## src/rtl/icp_pkg.sv

```systemverilog
`timescale 1ns/1ps
package icp_pkg;
    localparam int NUM_IN = 8;
    localparam int IDX_W  = $clog2(NUM_IN);
    localparam int DATA_W = 8;
    localparam logic [DATA_W-1:0] VBASE_MASK = 8'hF8;
    localparam logic [DATA_W-1:0] POLL_HIT   = 8'h80;
    localparam logic [DATA_W-1:0] POLL_NONE  = 8'h07;

    typedef enum logic [1:0] {
        ST_NORM = 2'd0,
        ST_VEC  = 2'd1,
        ST_CASC = 2'd2,
        ST_MODE = 2'd3
    } init_st_e;

    typedef enum logic [2:0] {
        K_NONE  = 3'd0,
        K_INIT  = 3'd1,
        K_PRIO  = 3'd2,
        K_RDCTL = 3'd3,
        K_DATA  = 3'd4
    } wr_kind_e;

    typedef enum logic [2:0] {
        C_ROT_CLR  = 3'd0,
        C_NS_EOI   = 3'd1,
        C_NOP      = 3'd2,
        C_SP_EOI   = 3'd3,
        C_ROT_SET  = 3'd4,
        C_ROT_NS   = 3'd5,
        C_SET_BASE = 3'd6,
        C_ROT_SP   = 3'd7
    } prio_cmd_e;

    typedef struct packed {
        logic [NUM_IN-1:0] imr;
        logic [DATA_W-1:0] vbase;
        logic [IDX_W-1:0]  pbase;
        logic              aeoi;
        logic              sfnm;
        logic              raeoi;
        logic              smm;
        logic              sel_isr;
        logic              poll;
        logic [NUM_IN-1:0] isr_clr;
        logic [NUM_IN-1:0] irr_clr;
        logic              reeval;
        logic              int_clr;
        logic [DATA_W-1:0] rdata;
    } port_regs_t;

    typedef struct packed {
        init_st_e st;
        logic     single;
        logic     need_mode;
    } seq_regs_t;
endpackage

```

## src/rtl/icp_rot_find.sv

```systemverilog
`timescale 1ns/1ps
module icp_rot_find #(
    parameter int N  = 8,
    parameter int IW = $clog2(N)
) (
    input  logic [N-1:0]  mask,
    input  logic [IW-1:0] base,
    output logic          found,
    output logic [IW-1:0] idx
);
    logic [N-1:0]  rot;
    logic [IW-1:0] off;

    for (genvar g = 0; g < N; g++) begin : g_rot
        logic [IW-1:0] pos;
        assign pos    = base + IW'(g);
        assign rot[g] = mask[pos];
    end

    always_comb begin
        found = 1'b0;
        off   = '0;
        for (int k = N - 1; k >= 0; k--) begin
            if (rot[k]) begin
                found = 1'b1;
                off   = IW'(k);
            end
        end
    end

    assign idx = base + off;
endmodule

```

## src/rtl/icp_cmd_decode.sv

```systemverilog
`timescale 1ns/1ps
module icp_cmd_decode
    import icp_pkg::*;
(
    input  logic     wr_en,
    input  logic     addr,
    input  logic     init_bit,
    input  logic     ctl_bit,
    output wr_kind_e kind
);
    always_comb begin
        kind = K_NONE;
        if (wr_en) begin
            if (addr)          kind = K_DATA;
            else if (init_bit) kind = K_INIT;
            else if (ctl_bit)  kind = K_RDCTL;
            else               kind = K_PRIO;
        end
    end
endmodule

```

## src/rtl/icp_init_seq.sv

```systemverilog
`timescale 1ns/1ps
module icp_init_seq
    import icp_pkg::*;
(
    input  logic     clk,
    input  logic     rst_n,
    input  logic     restart,
    input  logic     single_in,
    input  logic     need_mode_in,
    input  logic     data_wr,
    output init_st_e state
);
    seq_regs_t seq_d, seq_q;

    always_comb begin
        seq_d = seq_q;
        if (restart) begin
            seq_d.st        = ST_VEC;
            seq_d.single    = single_in;
            seq_d.need_mode = need_mode_in;
        end else if (data_wr) begin
            unique case (seq_q.st)
                ST_VEC:  seq_d.st = !seq_q.single ? ST_CASC :
                                    (seq_q.need_mode ? ST_MODE : ST_NORM);
                ST_CASC: seq_d.st = seq_q.need_mode ? ST_MODE : ST_NORM;
                ST_MODE: seq_d.st = ST_NORM;
                default: seq_d.st = ST_NORM;
            endcase
        end
    end

    always_ff @(posedge clk or negedge rst_n) begin
        if (!rst_n) seq_q <= '{st: ST_NORM, single: 1'b0, need_mode: 1'b0};
        else        seq_q <= seq_d;
    end

    assign state = seq_q.st;
endmodule

```

## src/rtl/icp_cmd_port.sv

```systemverilog
`timescale 1ns/1ps
module icp_cmd_port
    import icp_pkg::*;
(
    input  logic              clk,
    input  logic              rst_n,
    input  logic              addr,
    input  logic [DATA_W-1:0] wdata,
    input  logic              wr_en,
    input  logic              rd_en,
    input  logic [NUM_IN-1:0] isr_in,
    input  logic [NUM_IN-1:0] irr_in,
    input  logic              win_valid,
    input  logic [IDX_W-1:0]  win_idx,
    output logic [DATA_W-1:0] rdata,
    output logic [NUM_IN-1:0] imr,
    output logic [DATA_W-1:0] vec_base,
    output logic [IDX_W-1:0]  prio_base,
    output logic              auto_eoi,
    output logic              sfnm,
    output logic              rot_aeoi,
    output logic              smm,
    output logic              init_busy,
    output logic [NUM_IN-1:0] isr_clr,
    output logic [NUM_IN-1:0] irr_clr,
    output logic              reeval,
    output logic              int_clr
);
    localparam int CMD_LSB = DATA_W - 3;

    port_regs_t regs_d, regs_q;
    wr_kind_e   kind;
    init_st_e   init_st;
    logic       eoi_found;
    logic [IDX_W-1:0] eoi_idx;
    logic [IDX_W-1:0] sel_idx;
    prio_cmd_e  cmd;

    icp_cmd_decode u_dec (
        .wr_en    (wr_en),
        .addr     (addr),
        .init_bit (wdata[4]),
        .ctl_bit  (wdata[3]),
        .kind     (kind)
    );

    icp_init_seq u_seq (
        .clk          (clk),
        .rst_n        (rst_n),
        .restart      (kind == K_INIT),
        .single_in    (wdata[1]),
        .need_mode_in (wdata[0]),
        .data_wr      (kind == K_DATA),
        .state        (init_st)
    );

    icp_rot_find #(.N(NUM_IN)) u_find (
        .mask  (isr_in),
        .base  (regs_q.pbase),
        .found (eoi_found),
        .idx   (eoi_idx)
    );

    assign sel_idx = wdata[IDX_W-1:0];
    assign cmd     = prio_cmd_e'(wdata[DATA_W-1:CMD_LSB]);

    always_comb begin
        regs_d         = regs_q;
        regs_d.isr_clr = '0;
        regs_d.irr_clr = '0;
        regs_d.reeval  = 1'b0;
        regs_d.int_clr = 1'b0;

        unique case (kind)
            K_INIT: begin
                regs_d.imr     = '0;
                regs_d.vbase   = '0;
                regs_d.pbase   = '0;
                regs_d.aeoi    = 1'b0;
                regs_d.sfnm    = 1'b0;
                regs_d.raeoi   = 1'b0;
                regs_d.smm     = 1'b0;
                regs_d.sel_isr = 1'b0;
                regs_d.poll    = 1'b0;
                regs_d.isr_clr = '1;
                regs_d.int_clr = 1'b1;
            end
            K_RDCTL: begin
                if (wdata[2]) regs_d.poll    = 1'b1;
                if (wdata[1]) regs_d.sel_isr = wdata[0];
                if (wdata[6]) regs_d.smm     = wdata[5];
            end
            K_PRIO: begin
                unique case (cmd)
                    C_ROT_CLR, C_ROT_SET: regs_d.raeoi = cmd[2];
                    C_NS_EOI, C_ROT_NS: begin
                        regs_d.reeval = 1'b1;
                        if (eoi_found) begin
                            regs_d.isr_clr = NUM_IN'(1) << eoi_idx;
                            if (cmd == C_ROT_NS) regs_d.pbase = eoi_idx + 1'b1;
                        end
                    end
                    C_SP_EOI, C_ROT_SP: begin
                        regs_d.reeval  = 1'b1;
                        regs_d.isr_clr = NUM_IN'(1) << sel_idx;
                        if (cmd == C_ROT_SP) regs_d.pbase = sel_idx + 1'b1;
                    end
                    C_SET_BASE: regs_d.pbase = sel_idx + 1'b1;
                    default: ;
                endcase
            end
            K_DATA: begin
                unique case (init_st)
                    ST_NORM: regs_d.imr   = wdata;
                    ST_VEC:  regs_d.vbase = wdata & VBASE_MASK;
                    ST_MODE: begin
                        regs_d.sfnm = wdata[4];
                        regs_d.aeoi = wdata[1];
                    end
                    default: ;
                endcase
            end
            default: ;
        endcase

        if (rd_en) begin
            if (regs_q.poll) begin
                regs_d.poll   = 1'b0;
                regs_d.reeval = 1'b1;
                if (win_valid) begin
                    regs_d.rdata   = POLL_HIT | DATA_W'(win_idx);
                    regs_d.irr_clr = NUM_IN'(1) << win_idx;
                    regs_d.isr_clr = regs_d.isr_clr | (NUM_IN'(1) << win_idx);
                end else begin
                    regs_d.rdata = POLL_NONE;
                end
            end else if (addr) begin
                regs_d.rdata = regs_q.imr;
            end else begin
                regs_d.rdata = regs_q.sel_isr ? isr_in : irr_in;
            end
        end
    end

    always_ff @(posedge clk or negedge rst_n) begin
        if (!rst_n) regs_q <= '0;
        else        regs_q <= regs_d;
    end

    assign rdata     = regs_q.rdata;
    assign imr       = regs_q.imr;
    assign vec_base  = regs_q.vbase;
    assign prio_base = regs_q.pbase;
    assign auto_eoi  = regs_q.aeoi;
    assign sfnm      = regs_q.sfnm;
    assign rot_aeoi  = regs_q.raeoi;
    assign smm       = regs_q.smm;
    assign init_busy = (init_st != ST_NORM);
    assign isr_clr   = regs_q.isr_clr;
    assign irr_clr   = regs_q.irr_clr;
    assign reeval    = regs_q.reeval;
    assign int_clr   = regs_q.int_clr;
endmodule

```

## config.mk

```make
export PLATFORM = sky130hd
export DESIGN_NAME = icp_cmd_port
export DESIGN_NICKNAME = d
export VERILOG_FILES = /design/src/rtl/icp_pkg.sv /design/src/rtl/icp_rot_find.sv /design/src/rtl/icp_cmd_decode.sv /design/src/rtl/icp_init_seq.sv /design/src/rtl/icp_cmd_port.sv
export SDC_FILE = /design/constraint.sdc
export NUM_CORES = 1
export LEC_CHECK = 0
export BUFFER_PORTS_ARGS = -buffer_cell sky130_fd_sc_hd__buf_2
export CORE_MARGIN = 5
export CORE_UTILIZATION = 45
export CTS_CLUSTER_SIZE = 28
export DETAILED_ROUTE_END_ITERATION = 8
export GPL_TIMING_DRIVEN = 0
export PLACE_DENSITY = 0.68
export SYNTH_ARGS = -nofsm -noshare
export SYNTH_HDL_FRONTEND = slang
export SYNTH_SLANG_ARGS = --single-unit
export TNS_END_PERCENT = 5
```

## constraint.sdc

```tcl
create_clock -name clk -period 4.9 [get_ports clk]
set_input_delay 0.98 -clock clk [delete_from_list [all_inputs] [get_ports clk]]
set_output_delay 0.98 -clock clk [all_outputs]
set_load 0.02 [all_outputs]
```

==> Word level (Yosys, flattened, before mapping) <==
Cells that the tools add are included.
{ "word_totals": {"in_bits": 33, "word_cells": 149, "out_inout_bits": 50, "ff_bits": 55} }
{ "classes": {"muxes": 70, "eq_ne": 23, "n_lt_le_gt_ge": 8, "addsub": 10, "n_shift": 3, "bitwise_logic": 1, "reduce_logical": 17} }
{ "ops": {"columns": ["op", "n"], "rows": [
  ["2-to-1 mux 8 bit", 7],
  ["2-to-1 mux 3 bit", 14],
  ["2-to-1 mux 18 bit", 2],
  ["< comparator 3 x 4 -> 1 bit (second input constant)", 8],
  ["case mux 16 bit (2 select lines)", 1],
  ["case mux 8 bit (2 select lines)", 2],
  ["binary-select mux 1 bit (select 3 bit)", 8],
  ["2-to-1 mux 1 bit", 24],
  ["left shift 1 x 3 -> 8 bit (first input constant)", 3],
  ["2-to-1 mux 16 bit", 1],
  ["equality test 3 bit (second input constant)", 5],
  ["adder 3 bit (second input constant)", 4],
  ["case mux 3 bit (2 select lines)", 2],
  ["AND reduction 2 bit", 6],
  ["2-to-1 mux 2 bit", 5],
  ["inequality test 2 bit (second input constant)", 5],
  ["adder 3 x 1 -> 3 bit (second input constant)", 3],
  ["equality test 3 x 2 -> 1 bit (second input constant)", 3],
  ["inequality test 3 bit (second input constant)", 3],
  ["case mux 3 bit (3 select lines)", 1],
  ["bitwise OR 8 bit", 1],
  ["case mux 2 bit (2 select lines)", 2],
  ["nonzero test 2 bit", 4],
  ["adder 3 x 2 -> 3 bit (second input constant)", 2],
  ["12 further kinds", 16]
]} }

==> Logic depth before layout (Yosys ltp) <==
Gate-level depths: netlist of the first run.
{ "logic_depth": {"depth_word": 20, "depth_mapped": 21, "depth_no_buf": 18} }

==> By module <==
From an unflattened synthesis of the first run, not the netlist that was laid out.
{ "hier_totals": {"hier_cells": 373, "area_unflattened_um2": 3567.2} }
{ "modules_own_cells": {"columns": ["module", "area_per_inst_um2", "instances", "seq_area_each_um2", "cells_per_inst"], "rows": [
  ["icp_cmd_port", 2675.1, 1, 1201.2, 283],
  ["icp_rot_find", 626.9, 1, 0.0, 63],
  ["icp_init_seq", 230.2, 1, 100.1, 22],
  ["icp_cmd_decode", 35.0, 1, 0.0, 5]
]} }

==> Least setup slack after synthesis of the first run <==
OpenSTA, ideal clock, no wires.
{ "synth_timing": {"kind": "register -> register", "start": "reg regs_q[33], in the netlist prio_base[1]", "end": "reg regs_q[34], in the netlist prio_base[2]", "t_arrival_ns": 3.932, "t_required_ns": 4.766, "synth_period_minus_slack_ns": 4.066, "setup_slack_ns": 0.834, "n_path_buf": 3, "setup_time_ns": 0.134, "stages_incl_launch_ff": 18, "path_cell_list": "dfrtp_1 > clkbuf_1 > inv_1 > ha_1 > buf_6 > mux2_2 > mux4_2 > or2_0 > buf_2 > o21ai_0 > a22oi_1 > fa_1 > a21oi_1 > ha_1 > nor2b_1 > nand4_1 > o311a_1 > o211ai_1"} }
{ "synth_via": {"elab_chain_cells": 17, "word_cells_on_any_way": 47, "classes_between": "9 x add/sub; 1 x eq/ne; 36 x mux; 1 x reduce/logical"} }
{ "synth_lines": {"columns": ["element", "line", "text"], "rows": [
  ["start, declared", "icp_cmd_port.sv:31", "port_regs_t regs_d, regs_q;"],
  ["start signal, assigned", "icp_cmd_port.sv:147", "else regs_q <= regs_d;"],
  ["adder 3 bit", "icp_rot_find.sv:16", "assign pos = base + IW'(g);"],
  ["binary-select mux 1 bit (select 3 bit)", "icp_rot_find.sv:17", "assign rot[g] = mask[pos];"],
  ["2-to-1 mux 1 bit (implied by the code)", "icp_rot_find.sv:17", null],
  ["2-to-1 mux 3 bit (8 in a row)", "icp_rot_find.sv:24", "if (rot[k]) begin"],
  ["adder 3 bit", "icp_rot_find.sv:31", "assign idx = base + off;"],
  ["adder 3 x 1 -> 3 bit", "icp_cmd_port.sv:100", "if (cmd == C_ROT_NS) regs_d.pbase = eoi_idx + 1'b1;"],
  ["2-to-1 mux 3 bit", "icp_cmd_port.sv:100", null],
  ["2-to-1 mux 3 bit", "icp_cmd_port.sv:98", "if (eoi_found) begin"],
  ["case mux 3 bit (3 select lines)", "icp_cmd_port.sv:94", "unique case (cmd)"],
  ["case mux 3 bit (2 select lines)", "icp_cmd_port.sv:74", "unique case (kind)"]
]} }
Parallel ways exist; a longest one is shown, timed or not. The select of a mux whose other input is x is not followed.
A chain may end at the register's enable or synchronous reset.

==> Final worst setup path of the first run <==
Ends and elaborated chain as after synthesis.

==> flow_summary.json, run 1 <==
{
  "finalNetCount": 529,
  "syn_avg_cell_area_um2": 9.15,
  "min_path_type": "flip-flop to flip-flop",
  "coreArea_um2": 8090,
  "cts-htree-levels": 2,
  "grt_usage_pct": 19.7,
  "drt_wl_total_um": 9690,
  "cts_max_path_buffers": 2,
  "io_pins": 83,
  "numCtsBuffers": 5,
  "cts_tree": "done",
  "start_kind": "flip-flop",
  "die_height_um": 101,
  "slowest_stage": "fa_1",
  "grt_pass1_vias": 3224,
  "synth_edf_count": 0,
  "p_leak_nw": 2.07,
  "fillers": 782,
  "seq_power_share_pct": 41.9,
  "ys_seq_area_share_pct": 35.2,
  "final_area_um2": 4300,
  "cp_num_buf_inv": 4,
  "arrival_ns": 4.59,
  "root_buffer": "clkbuf_8",
  "grt_max_degree": 53,
  "power.internal_mw": 0.798,
  "switching_share_pct": 36.2,
  "synth_cells": 404,
  "cts_sinks": 52,
  "cp.required_ns": 5.08,
  "slew_viol_final": 0,
  "crit_top_cell": "ha_1",
  "synth_top_cell_by_area": "dfrtp_1",
  "place.port_buffers": 74,
  "viasPerCell": 5.50,
  "hpwlAfterDp_um": 7440,
  "ys.flop_type": "dfrtp_1",
  "netlist_area_um2": 3700,
  "rsz0062_at_grt": "false",
  "yosysTopAreaCellShare_pct": 35.2,
  "clk_latency_ns": 0.31,
  "area_growth_syn_to_layout_pct": 16.2,
  "antenna_found_initial": 0,
  "hold_viol_final": 0,
  "max_freq_mhz": 227,
  "cap_violations": 0,
  "dpl_cell_area_um2": 4210,
  "timing.setup.tns_ns": 0,
  "p_switching_mw": 0.453,
  "ant_nets": 0,
  "wl_per_cell_um": 16.3,
  "status": "complete, no violations",
  "p_clk_share_pct": 19.6,
  "synthArstFlopShare_pct": 100,
  "worst_slack_ns": 0.498,
  "die_area_um2": 10100,
  "skew_ns": 0.00475,
  "multi_input_area_um2": 1890,
  "yosysWarnings": 0,
  "worst_pin_slew_ns": 1.15,
  "clk_pin_slew_ns": 0.10,
  "seq_area_um2": 1300,
  "path_max_fanout": 9,
  "setup_viol": 0,
  "end_kind": "flip-flop",
  "slew_headroom_pct": 23.1,
  "grt-ovfl-total": 0,
  "yosysUniqueCellTypes": 60,
  "layout-drive-gt1-share_pct": 32.2,
  "start_util_pct": 45.7,
  "cp_top_family": "adder cells",
  "crit_type": "flip-flop to flip-flop",
  "vdd_drop_max_v": 0.000120,
  "drt-initial-drc-count": 247,
  "max_stage_delay_ns": 0.62,
  "p_per_area_nw_per_um2": 291,
  "grt_first_pass_wirelength_um": 16000,
  "period_share_pct": 89.8,
  "drcViolationCount": 0,
  "pre_cts_ws_ns": 0.307,
  "synth.ff_latch_count": 52,
  "die_x_um": 101,
  "place_congestion": 0.870,
  "pwr-share-comb_pct": 38.5,
  "drt_first_pass_iters": 4,
  "synth_area_leaders": "dfrtp_1, buf_4, mux4_2",
  "n_antenna_cell": 0,
  "rows": 33,
  "fin_crit_ns": 4.40,
  "cp_cell_sequence": "clkbuf_2 -> inv_1 -> ha_1 -> buf_6 -> mux2_1 -> mux4_2 -> or2_0 -> buf_2 -> o21ai_0 -> a22oi_1 -> fa_1 -> a21oi_1 -> ha_1 -> nor2b_1 -> nand4_1 -> o311a_1 -> o211ai_1",
  "vias": 3259
}
[registers in the layout (all words and copies together), names as in the netlist, 2 cells and up]
register     cells
irr_clr          8
u_seq.seq_q      2
isr_clr          8
prio_base        3
rdata            8
regs_q           2
imr              8
vec_base         5
u_seq.state      2
[cell type report]
| type | instances | area share (%) |
|---|---|---|
| buffer | 66 | 9.84 |
| inverter | 24 | 2.10 |
| timing repair buffer | 74 | 8.62 |
| multi-input combinational | 264 | 44.0 |
| clock inverter | 2 | 0.378 |
| tap | 105 | 3.06 |
| clock buffer | 6 | 1.69 |
| sequential | 52 | 30.3 |
[final timing paths]
check | end | start | cells past startpoint | slack, ns
worst max-delay path | prio_base[2]$_DFFE_PN0P_ | prio_base[1]$_DFFE_PN0P_ | 17 | 0.50
worst min-delay path | rdata[0]$_DFFE_PN0P_ | rdata[0]$_DFFE_PN0P_ | 2 | 0.53
worst max register to register | prio_base[2]$_DFFE_PN0P_ | prio_base[1]$_DFFE_PN0P_ | 17 | 0.50
worst min register to register | rdata[0]$_DFFE_PN0P_ | rdata[0]$_DFFE_PN0P_ | 2 | 0.53
max in group asynchronous | rdata[2]$_DFFE_PN0P_ | rst_n | 1 | 3.30
min in group asynchronous | vec_base[3]$_DFFE_PN0P_ | rst_n | 1 | 0.87
[through the flow]
stage                     hold slack (ns)  util, %  power [mW]  std cells
after floorplan                     0.470        -       0.868        406
after global placement              0.499     52.0       0.999        585
after detailed placement            0.514     52.0        1.01        585
after CTS                           0.538     53.1        1.26        593
after global routing                0.559     53.1        1.33        593
final                               0.531     53.1        1.25        593
[power groups by stage]
stage,registers (mW),clock network [mW],logic [mW]
global route,0.532,0.269,0.528
detailed placement,0.533,0,0.481
floorplan,0.530,0,0.338
global placement,0.530,0,0.469
CTS,0.524,0.253,0.482
finish,0.524,0.245,0.481
[placed cells by master, fill, tap and decap left out, types with 4 or more instances in the layout]
cell type and n:
o21ai_0 21, clkbuf_1 17, clkbuf_8 5, mux2_2 6
o22ai_1 4, dfrtp_1 52, nor3_1 13, nand2_1 27
a22o_1 13, nor2_1 37, nor2b_1 4, nand2b_1 4
mux2i_1 15, mux4_2 11, a21oi_1 19, nand4_1 4
ha_1 8, inv_1 22, nand3b_1 5, buf_2 78
nor3b_1 5, nand3_1 7, o31ai_1 7, buf_4 43
[tightest hold or removal path: cells and delay by family, from the launching register on]
family	cells	cell delay, ns
compound gates	1	0.06
buf+inv	1	0.05
flops	1	0.39
[cell usage after synthesis, drive strengths merged (2+ instances only)]
library cell / n
o211ai: 3
a21boi: 2
ha: 8
o311ai: 2
mux4: 11
o22ai: 4
nand2b: 4
nand2: 27
nor2b: 4
and2: 2
o311a: 2
a22o: 13
a41oi: 2
or2: 5
nand3b: 5
or3: 3
nor3: 13
a311oi: 3
and3: 4
nor2: 37
dfrtp: 52
clkbuf: 17
nand3: 7
nor3b: 5
mux2i: 15
nand4: 4
o21ai: 22
o2111ai: 2
a21oi: 19
buf: 49
o31ai: 9
mux2: 8
a211oi: 2
a21o: 3
inv: 23
[routing by layer]
layer / vias up / GRT usage (%) / wire, um
met5: - / 0 / 0
met4: 0 / 6.53 / 172
met3: 19 / 3.18 / 656
met2: 124 / 31.3 / 4530
met1: 1543 / 27.5 / 4320
li1: 1573 / - / -
[repair_timing]
item / 4_1_cts / 5_1_grt
endpoints found under the setup margin: 0 / 1
gates resized for setup: 0 / 2
buffers inserted: 0 / 0
hold buffers: 0 / 0
[cells by family (layout without fill, tap and decap cells)]
| group | Yosys count | after routing | share of synthesized area [%] |
|---|---|---|---|
| compound gates | 96 | 96 | 18.0 |
| xor+xnor | 2 | 2 | 0.474 |
| other cells | 1 | 3 | 0.101 |
| flops | 52 | 52 | 35.2 |
| fa+ha+maj | 9 | 9 | 3.25 |
| buf+inv | 90 | 172 | 13.8 |
| mux | 34 | 34 | 13.3 |
| simple gates | 120 | 120 | 15.8 |
Power figures use the tool's default switching activity.
==> run 2: changes to the inputs <==
==> constraint.sdc (replaced) <==
create_clock -name clk -period 4.5 [get_ports clk]
set_input_delay 0.9 -clock clk [delete_from_list [all_inputs] [get_ports clk]]
set_output_delay 0.9 -clock clk [all_outputs]
set_load 0.02 [all_outputs]
==> flow_summary.json, run 2 (synthesis gave the netlist of run 1 again) <==
{
  "clk_pin_slew_ns": 0.10,
  "vdd_drop_max_v": 0.000132,
  "setup_viol": 0,
  "start_kind": "flip-flop",
  "layout-drive-gt1-share_pct": 33.0,
  "end_kind": "flip-flop",
  "p_total_mw": 1.37,
  "slew_headroom_pct": 22.4,
  "drt_first_pass_iters": 4,
  "cp_cell_sequence": "clkbuf_4 -> inv_4 -> ha_1 -> buf_6 -> mux2_1 -> mux4_2 -> or2_0 -> buf_2 -> o21ai_0 -> a22oi_1 -> fa_2 -> a21oi_1 -> ha_1 -> nor2b_1 -> nand4_1 -> o311a_1 -> o211ai_1",
  "hold_buffers": 0,
  "p_per_area_nw_per_um2": 315,
  "cp.required_ns": 4.69,
  "start_util_pct": 45.7,
  "wl_per_cell_um": 16.4,
  "reg2reg_depth": 17,
  "hold_ws_ns": 0.532,
  "antenna_found_initial": 0,
  "whs_path_depth": 2,
  "p_leak_nw": 2.08,
  "coreArea_um2": 8090,
  "period_share_pct": 94.0,
  "path_max_fanout": 8,
  "status": "complete, no violations",
  "grt_max_degree": 53,
  "drt-initial-drc-count": 265,
  "die_height_um": 101,
  "grt_usage_pct": 19.7,
  "worst_pin_slew_ns": 1.16,
  "min_path_type": "flip-flop to flip-flop",
  "die_area_um2": 10100,
  "place_congestion": 0.870,
  "numCtsBuffers": 5,
  "cap_violations": 0,
  "n_antenna_cell": 0,
  "root_buffer": "clkbuf_8",
  "grt_first_pass_wirelength_um": 16000,
  "crit_top_cell": "ha_1",
  "drcViolationCount": 0,
  "clk_latency_ns": 0.31,
  "crit_type": "flip-flop to flip-flop",
  "skew_ns": 0.00664,
  "fin_crit_ns": 4.23,
  "layout.cells.most_common": "buf_2",
  "io_pins": 83,
  "slowest_stage": "fa_2",
  "cts_max_path_buffers": 2,
  "viasPerCell": 5.50,
  "rows": 33,
  "vias": 3279,
  "final_util_pct": 53.5,
  "hpwlAfterDp_um": 7440,
  "cts-htree-levels": 2,
  "mostFrequentLayoutCells": "buf_2, dfrtp_1, buf_4",
  "grt_pass1_vias": 3221,
  "arrival_ns": 4.42,
  "hold_viol_final": 0,
  "ant_nets": 0,
  "grt-ovfl-total": 0,
  "layout.cells.non_filler": 596,
  "dp_cells": 585,
  "timing.setup.tns_ns": 0,
  "slew_viol_final": 0,
  "die_x_um": 101,
  "max_freq_mhz": 236,
  "finalNetCount": 532,
  "cts_sinks": 52,
  "cts_tree": "done",
  "area_growth_syn_to_layout_pct": 17.1,
  "max_stage_delay_ns": 0.61,
  "drt_wl_total_um": 9760,
  "place.port_buffers": 74
}
## run 2: changes by cell type in the layout (fill, tap and decap cells not counted)
cell      delta
clkbuf_2     -1
buf_4        +4
inv_4        +1
fa_1         -1
clkbuf_4     +1
fa_2         +1
inv_2        -1
dfrtp_2      +1
dfrtp_1      -1
buf_2        -1
## run 2: layout make-up
class | instances | area [um2]
clock inverter | 2 | 16.3
multi-input combinational | 264 | 1900
sequential | 52 | 1300
tap | 105 | 131
fill | 781 | 3760
timing repair buffer | 78 | 400
clock buffer | 6 | 72.6
buffer | 65 | 420
inverter | 24 | 92.6
## run 2: timing repair
action,CTS,global route
setup endpoints to repair,1,1
setup buffers,0,4
gates resized for setup,0,4
pin swaps,0,0
## run 2: worst max-delay path: cells and delay by family (launching register included)
family	cells	cell delay, ns
AND/OR/NAND/NOR	3	0.44
AO/OA/AOI/OAI	5	0.69
multiplexers	2	0.80
adder cells (fa/ha/maj)	3	1.18
buffers and inverters	4	0.58
flip-flops	1	0.39
## run 2: final timing paths
check	startpoint	to	slack [ns]
hold / removal	rdata[0]$_DFFE_PN0P_	rdata[0]$_DFFE_PN0P_	0.53
max in group asynchronous	rst_n	prio_base[1]$_DFFE_PN0P_	2.89
min in group asynchronous	rst_n	vec_base[3]$_DFFE_PN0P_	0.81
hold reg to reg	rdata[0]$_DFFE_PN0P_	rdata[0]$_DFFE_PN0P_	0.53
setup reg to reg	prio_base[0]$_DFFE_PN0P_	prio_base[2]$_DFFE_PN0P_	0.27
setup / recovery	prio_base[0]$_DFFE_PN0P_	prio_base[2]$_DFFE_PN0P_	0.27
## run 2: power breakdown
part           internal [mW]  leakage [nW]  switching, mW
combinational          0.232          1.36          0.293
sequential             0.526         0.683         0.0441
clock                  0.111        0.0414          0.159
## run 2: through the flow
| step | setup WS, ns | area [um2] |
|---|---|---|
| floorplan | 0.434 | 3710 |
| global placement | -0.00451 | 4210 |
| detailed placement | -0.0929 | 4210 |
| CTS | 0.0577 | 4290 |
| global route | -0.0200 | 4330 |
| finish | 0.269 | 4330 |
## run 2: routing by layer
layer  GRT usage [%]  share of wire [%]
met5               0                  0
met4            6.53                1.6
met3            2.63                7.3
met2            31.4                 47
met1            27.8                 45
